**config.mk**
```make
export PLATFORM = sky130hd
export DESIGN_NAME = trace_flush_ctrl
export DESIGN_NICKNAME = d
export VERILOG_FILES = /design/src/rtl/trace_flush_ctrl.sv
export SDC_FILE = /design/constraint.sdc
export NUM_CORES = 1
export LEC_CHECK = 0
export ABC_CLOCK_PERIOD_IN_PS = 1850
export BUFFER_PORTS_ARGS = -buffer_cell sky130_fd_sc_hd__buf_2
export CORE_ASPECT_RATIO = 0.75
export CORE_MARGIN = 2
export CORE_UTILIZATION = 38
export CTS_CLUSTER_SIZE = 10
export DETAILED_ROUTE_END_ITERATION = 8
export PLACE_DENSITY = 0.74
export SYNTH_ARGS = -nofsm -noshare
export SYNTH_HDL_FRONTEND = slang
export SYNTH_SLANG_ARGS = --single-unit
```
**constraint.sdc**
```tcl
create_clock -name clk -period 1.85 [get_ports clk]
set_input_delay 0.555 -clock clk [delete_from_list [all_inputs] [get_ports clk]]
set_output_delay 0.555 -clock clk [all_outputs]
set_load 0.02 [all_outputs]
```
**src/rtl/trace_flush_ctrl.sv**
```systemverilog
module trace_flush_ctrl (
  input  logic       clk,
  input  logic       rst_n,
  input  logic       capt_en,
  input  logic       cfg_we,
  input  logic [5:0] cfg_wdata,
  output logic [5:0] cfg_rdata,
  input  logic       trig_evt,
  input  logic       flush_pin,
  input  logic       ds_flush_req,
  output logic       flush_valid,
  input  logic       flush_ready,
  input  logic       drain_done,
  output logic       flush_busy,
  output logic       flush_done,
  output logic       stopped
);

  typedef enum logic [1:0] {ST_IDLE, ST_REQ, ST_DRAIN} st_t;

  st_t  st_q;
  logic fmt_q, man_q, fot_q, fop_q, sof_q, sot_q;
  logic pin_q, pin_d, loc_q, done_q, stop_q;

  logic live, pin_rise, loc_req, any_req, stop_trig, fin, man_set;

  assign live      = capt_en & ~stop_q;
  assign pin_rise  = pin_q & ~pin_d;
  assign loc_req   = live & (man_q | (trig_evt & fot_q & ~sot_q) | (pin_rise & fop_q));
  assign any_req   = loc_req | (live & ds_flush_req);
  assign stop_trig = capt_en & trig_evt & sot_q;
  assign fin       = (st_q == ST_REQ & flush_ready & ~fmt_q) | (st_q == ST_DRAIN & drain_done);
  assign man_set   = cfg_we & cfg_wdata[1] & live;

  assign flush_valid = (st_q == ST_REQ);
  assign flush_busy  = (st_q != ST_IDLE);
  assign flush_done  = done_q;
  assign stopped     = stop_q;
  assign cfg_rdata   = {sot_q, sof_q, fop_q, fot_q, man_q, fmt_q};

  always_ff @(posedge clk or negedge rst_n) begin
    if (!rst_n) begin
      {fmt_q, fot_q, fop_q, sof_q, sot_q} <= '0;
    end else if (cfg_we) begin
      fmt_q <= cfg_wdata[0];
      fot_q <= cfg_wdata[2];
      fop_q <= cfg_wdata[3];
      sof_q <= cfg_wdata[4];
      sot_q <= cfg_wdata[5];
    end
  end

  always_ff @(posedge clk or negedge rst_n) begin
    if (!rst_n)       man_q <= 1'b0;
    else if (man_set) man_q <= 1'b1;
    else if (fin)     man_q <= 1'b0;
  end

  always_ff @(posedge clk or negedge rst_n) begin
    if (!rst_n) begin
      pin_q <= 1'b0;
      pin_d <= 1'b0;
    end else begin
      pin_q <= flush_pin;
      pin_d <= pin_q;
    end
  end

  always_ff @(posedge clk or negedge rst_n) begin
    if (!rst_n) begin
      st_q  <= ST_IDLE;
      loc_q <= 1'b0;
    end else begin
      case (st_q)
        ST_IDLE: if (any_req) begin
          st_q  <= ST_REQ;
          loc_q <= loc_req;
        end
        ST_REQ: begin
          loc_q <= loc_q | loc_req;
          if (flush_ready) st_q <= fmt_q ? ST_DRAIN : ST_IDLE;
        end
        ST_DRAIN: begin
          loc_q <= loc_q | loc_req;
          if (drain_done) st_q <= ST_IDLE;
        end
        default: st_q <= ST_IDLE;
      endcase
    end
  end

  always_ff @(posedge clk or negedge rst_n) begin
    if (!rst_n) begin
      done_q <= 1'b0;
      stop_q <= 1'b0;
    end else begin
      done_q <= fin;
      if (!capt_en)
        stop_q <= 1'b0;
      else if (stop_trig | (fin & sof_q & (loc_q | loc_req)))
        stop_q <= 1'b1;
    end
  end

  p_valid_hold_r3: assert property (@(posedge clk) disable iff (!rst_n)
    flush_valid && !flush_ready |=> flush_valid);

  p_done_pulse_r4: assert property (@(posedge clk) disable iff (!rst_n)
    flush_done |=> !flush_done);

  p_man_drain_r5: assert property (@(posedge clk) disable iff (!rst_n)
    (st_q == ST_DRAIN) && !drain_done && man_q |=> man_q);

  p_stop_trig_r8: assert property (@(posedge clk) disable iff (!rst_n)
    capt_en && trig_evt && sot_q |=> stopped);

  p_no_start_stopped_r10: assert property (@(posedge clk) disable iff (!rst_n)
    stopped && !flush_busy |=> !flush_valid);

endmodule

```
==> summary.txt <==
Route
  – Routed WL: 1280 µm
  – WL per Instance: 12.5 µm
  – DR pass1 iterations: 2
  – Initial DRC Count: 9
  – Via Count: 506
  – Drt drc: 0
  – Routed Antenna Nets: 0
  – Routed vias/inst: 4.96

Die
  – Die area: 0.00211 mm²
  – Die H: 40.3 µm
  – IO Pins: 25
  – DIE WIDTH: 52.4 µm
  – Core ar.: 0.00169 mm²
  – Initial Util: 39.4%
  – Site Rows: 13

Timing
  – RSZ-0062 raised after global routing: false
  – Final Skew: 0.00502 ns
  – Sum Neg Setup Slack: 0 ns
  – Slew Viols, Final: 0
  – Setup violators final: 0
  – Fin crit share: 95.5%
  – Min cycle time layout: 1.77 ns
  – Worst slew pin tran: 0.294 ns
  – Hold violation total from the final report: 0
  – Slew Limit Headroom: 80.4%
  – Final hold slack: 0.147 ns
  – Fmax: 566 MHz

Synth
  – #FFs+latches synth: 13
  – Async set-reset flop share out of synthesis: 100%
  – Post-synth EDFFs: 0
  – Synthesized instance count: 59
  – Syn Area/Cell: 11.3 µm²
  – Net Count, Synth: 77
  – Register area share after synthesis: 48.8%
  – Synth warnings: 0
  – Mapped Area: 667 µm²
  – Count of cell types in the netlist: 24
  – Most used DFF post-synth: dfrtp_1

Clock tree
  – Clock buffer depth: 2
  – CTS HTree Levels: 1
  – CTS tree: built
  – Reg clk slew, reported paths: 0.08 ns
  – Skew-Pair Late Insertion Delay: 0.28 ns
  – Total CTS buffers: 3
  – Clock sink count: 13
  – Root Buffer: clkbuf_4

Place
  – Port bufs: 24
  – Detail Placement HPWL: 1000 µm
  – Final GP Congestion: 0.694
  – Placed insts: 98

Outcome
  – Outcome: finished, final reports clean

Setup path
  – Internal reg-to-reg setup slack: 0.37 ns
  – Worst EP required: 1.29 ns
  – CP arrival: 1.21 ns
  – Reg2reg end: st_q[1]
  – CP Capture Type: primary output
  – Worst flop-to-flop path startpoint: st_q[0]
  – Crit path kind: flip-flop to primary output
  – Reg2reg path depth: 6
  – Max FO, Critical Path: 4
  – Worst Setup Start Kind: flip-flop

Layout
  – Commonest non-fill, non-tap cell in the layout: buf_2
  – Commonest cells after routing, fill and taps aside: 24 x buf_2, 13 x dfrtp_1, 5 x mux2_2, 4 x inv_1
  – # diodes: 0
  – Nets: 99
  – Fin cells: 102
  – Area Overhead vs Synth: 20.6%
  – Layout cells sized above 1: 46.3%

Power and ir drop
  – Worst IR Drop VDD: 0.668 mV
  – Leak: 0.386 nW
  – PD cells: 1310 mW/mm²

Global route
  – Largest net degree at the start of global routing: 14
  – Global-route wire length before repair: 2030 µm
  – GRT Overall Usage: 14.6%
  – Global route overflow: 0
  – Initial antenna violation count: 0
  – Number of global-route vias before repair: 429

Min path
  – Min-Delay Path Class: primary input to asynchronous set/reset pin

Job
  – Max Cap Violations: 0
[final cells by class]
| class | count | area, µm² |
|---|---|---|
| sequential | 13 | 325 |
| tap | 22 | 27.5 |
| fill | 177 | 887 |
| clock buffer | 4 | 26.3 |
| timing repair buffer | 24 | 120 |
| inverter | 5 | 18.8 |
| multi-input combinational | 34 | 287 |
[registers in the layout (all words and copies together), names as in the netlist]
register / count
stopped: 1
flush_done: 1
fmt_q: 1
loc_q: 1
pin_q: 1
st_q: 2
fop_q: 1
man_q: 1
pin_d: 1
sof_q: 1
sot_q: 1
fot_q: 1
[metal layers]
metal	track usage [%]	vias up	wire length (µm)
li1	-	247	-
met3	3.36	4	92
met5	0	-	0
met2	18.8	20	532
met4	9.62	0	22
met1	21.5	235	629
[power by group]
| part | internal (mW) | switching, mW |
|---|---|---|
| Combinational | 0.199 | 0.289 |
| Clock | 0.0836 | 0.0942 |
| Sequential | 0.348 | 0.0379 |
| Total | 0.631 | 0.421 |
[cells by family after synthesis]
| group | share of synthesized area, % |
|---|---|
| AO/OA/AOI/OAI | 16.1 |
| adder cells (fa/ha/maj) | 5.63 |
| buffers and inverters | 10.1 |
| flip-flops | 48.8 |
| multiplexers | 8.44 |
| AND/OR/NAND/NOR | 10.9 |
[critical path: stages (launching register included)]
cell and delay [ns]:
dfrtp_1 0.39, inv_1 0.14, ha_4 0.17, inv_1 0.07, buf_2 0.16
[Yosys cell counts, types with 2 or more instances]
cell type / instances / area (µm²)
a21oi_1: 3 / 15.0
buf_4: 6 / 45.0
dfrtp_1: 13 / 325
ha_1: 3 / 37.5
inv_1: 5 / 18.8
mux2_2: 5 / 56.3
nand2_1: 3 / 11.3
nand3_1: 2 / 10.0
nor2_1: 2 / 7.51
nor2b_1: 2 / 12.5
o211ai_1: 2 / 15.0
[timing repair]
action | CTS | global route
setup endpoints to repair | 0 | 1
setup buffers | 0 | 0
gates resized for setup | 0 | 3
hold buffers | 0 | 0
[through the flow]
step	util [%]	setup slack, ns	power, mW	instance area (µm²)
2_1_floorplan	-	0.493	0.745	667
5_1_grt	47.6	0.0380	1.13	805
3_5_place_dp	45.3	0.319	0.845	766
3_3_place_gp	45.3	0.352	0.829	766
4_1_cts	46.8	0.00919	1.02	792
6_report	47.6	0.0827	1.05	805
[worst max path at each step]
stage | startpoint | to | slack [ns]
floorplan | st_q[0] | flush_busy | 0.49
global placement | st_q[1] | flush_busy | 0.35
detailed placement | st_q[1] | flush_busy | 0.32
CTS | st_q[1] | flush_busy | 0.009
global route | st_q[0] | flush_busy | 0.04
finish | st_q[0] | flush_busy | 0.08
(Power assumes the default switching activity.)
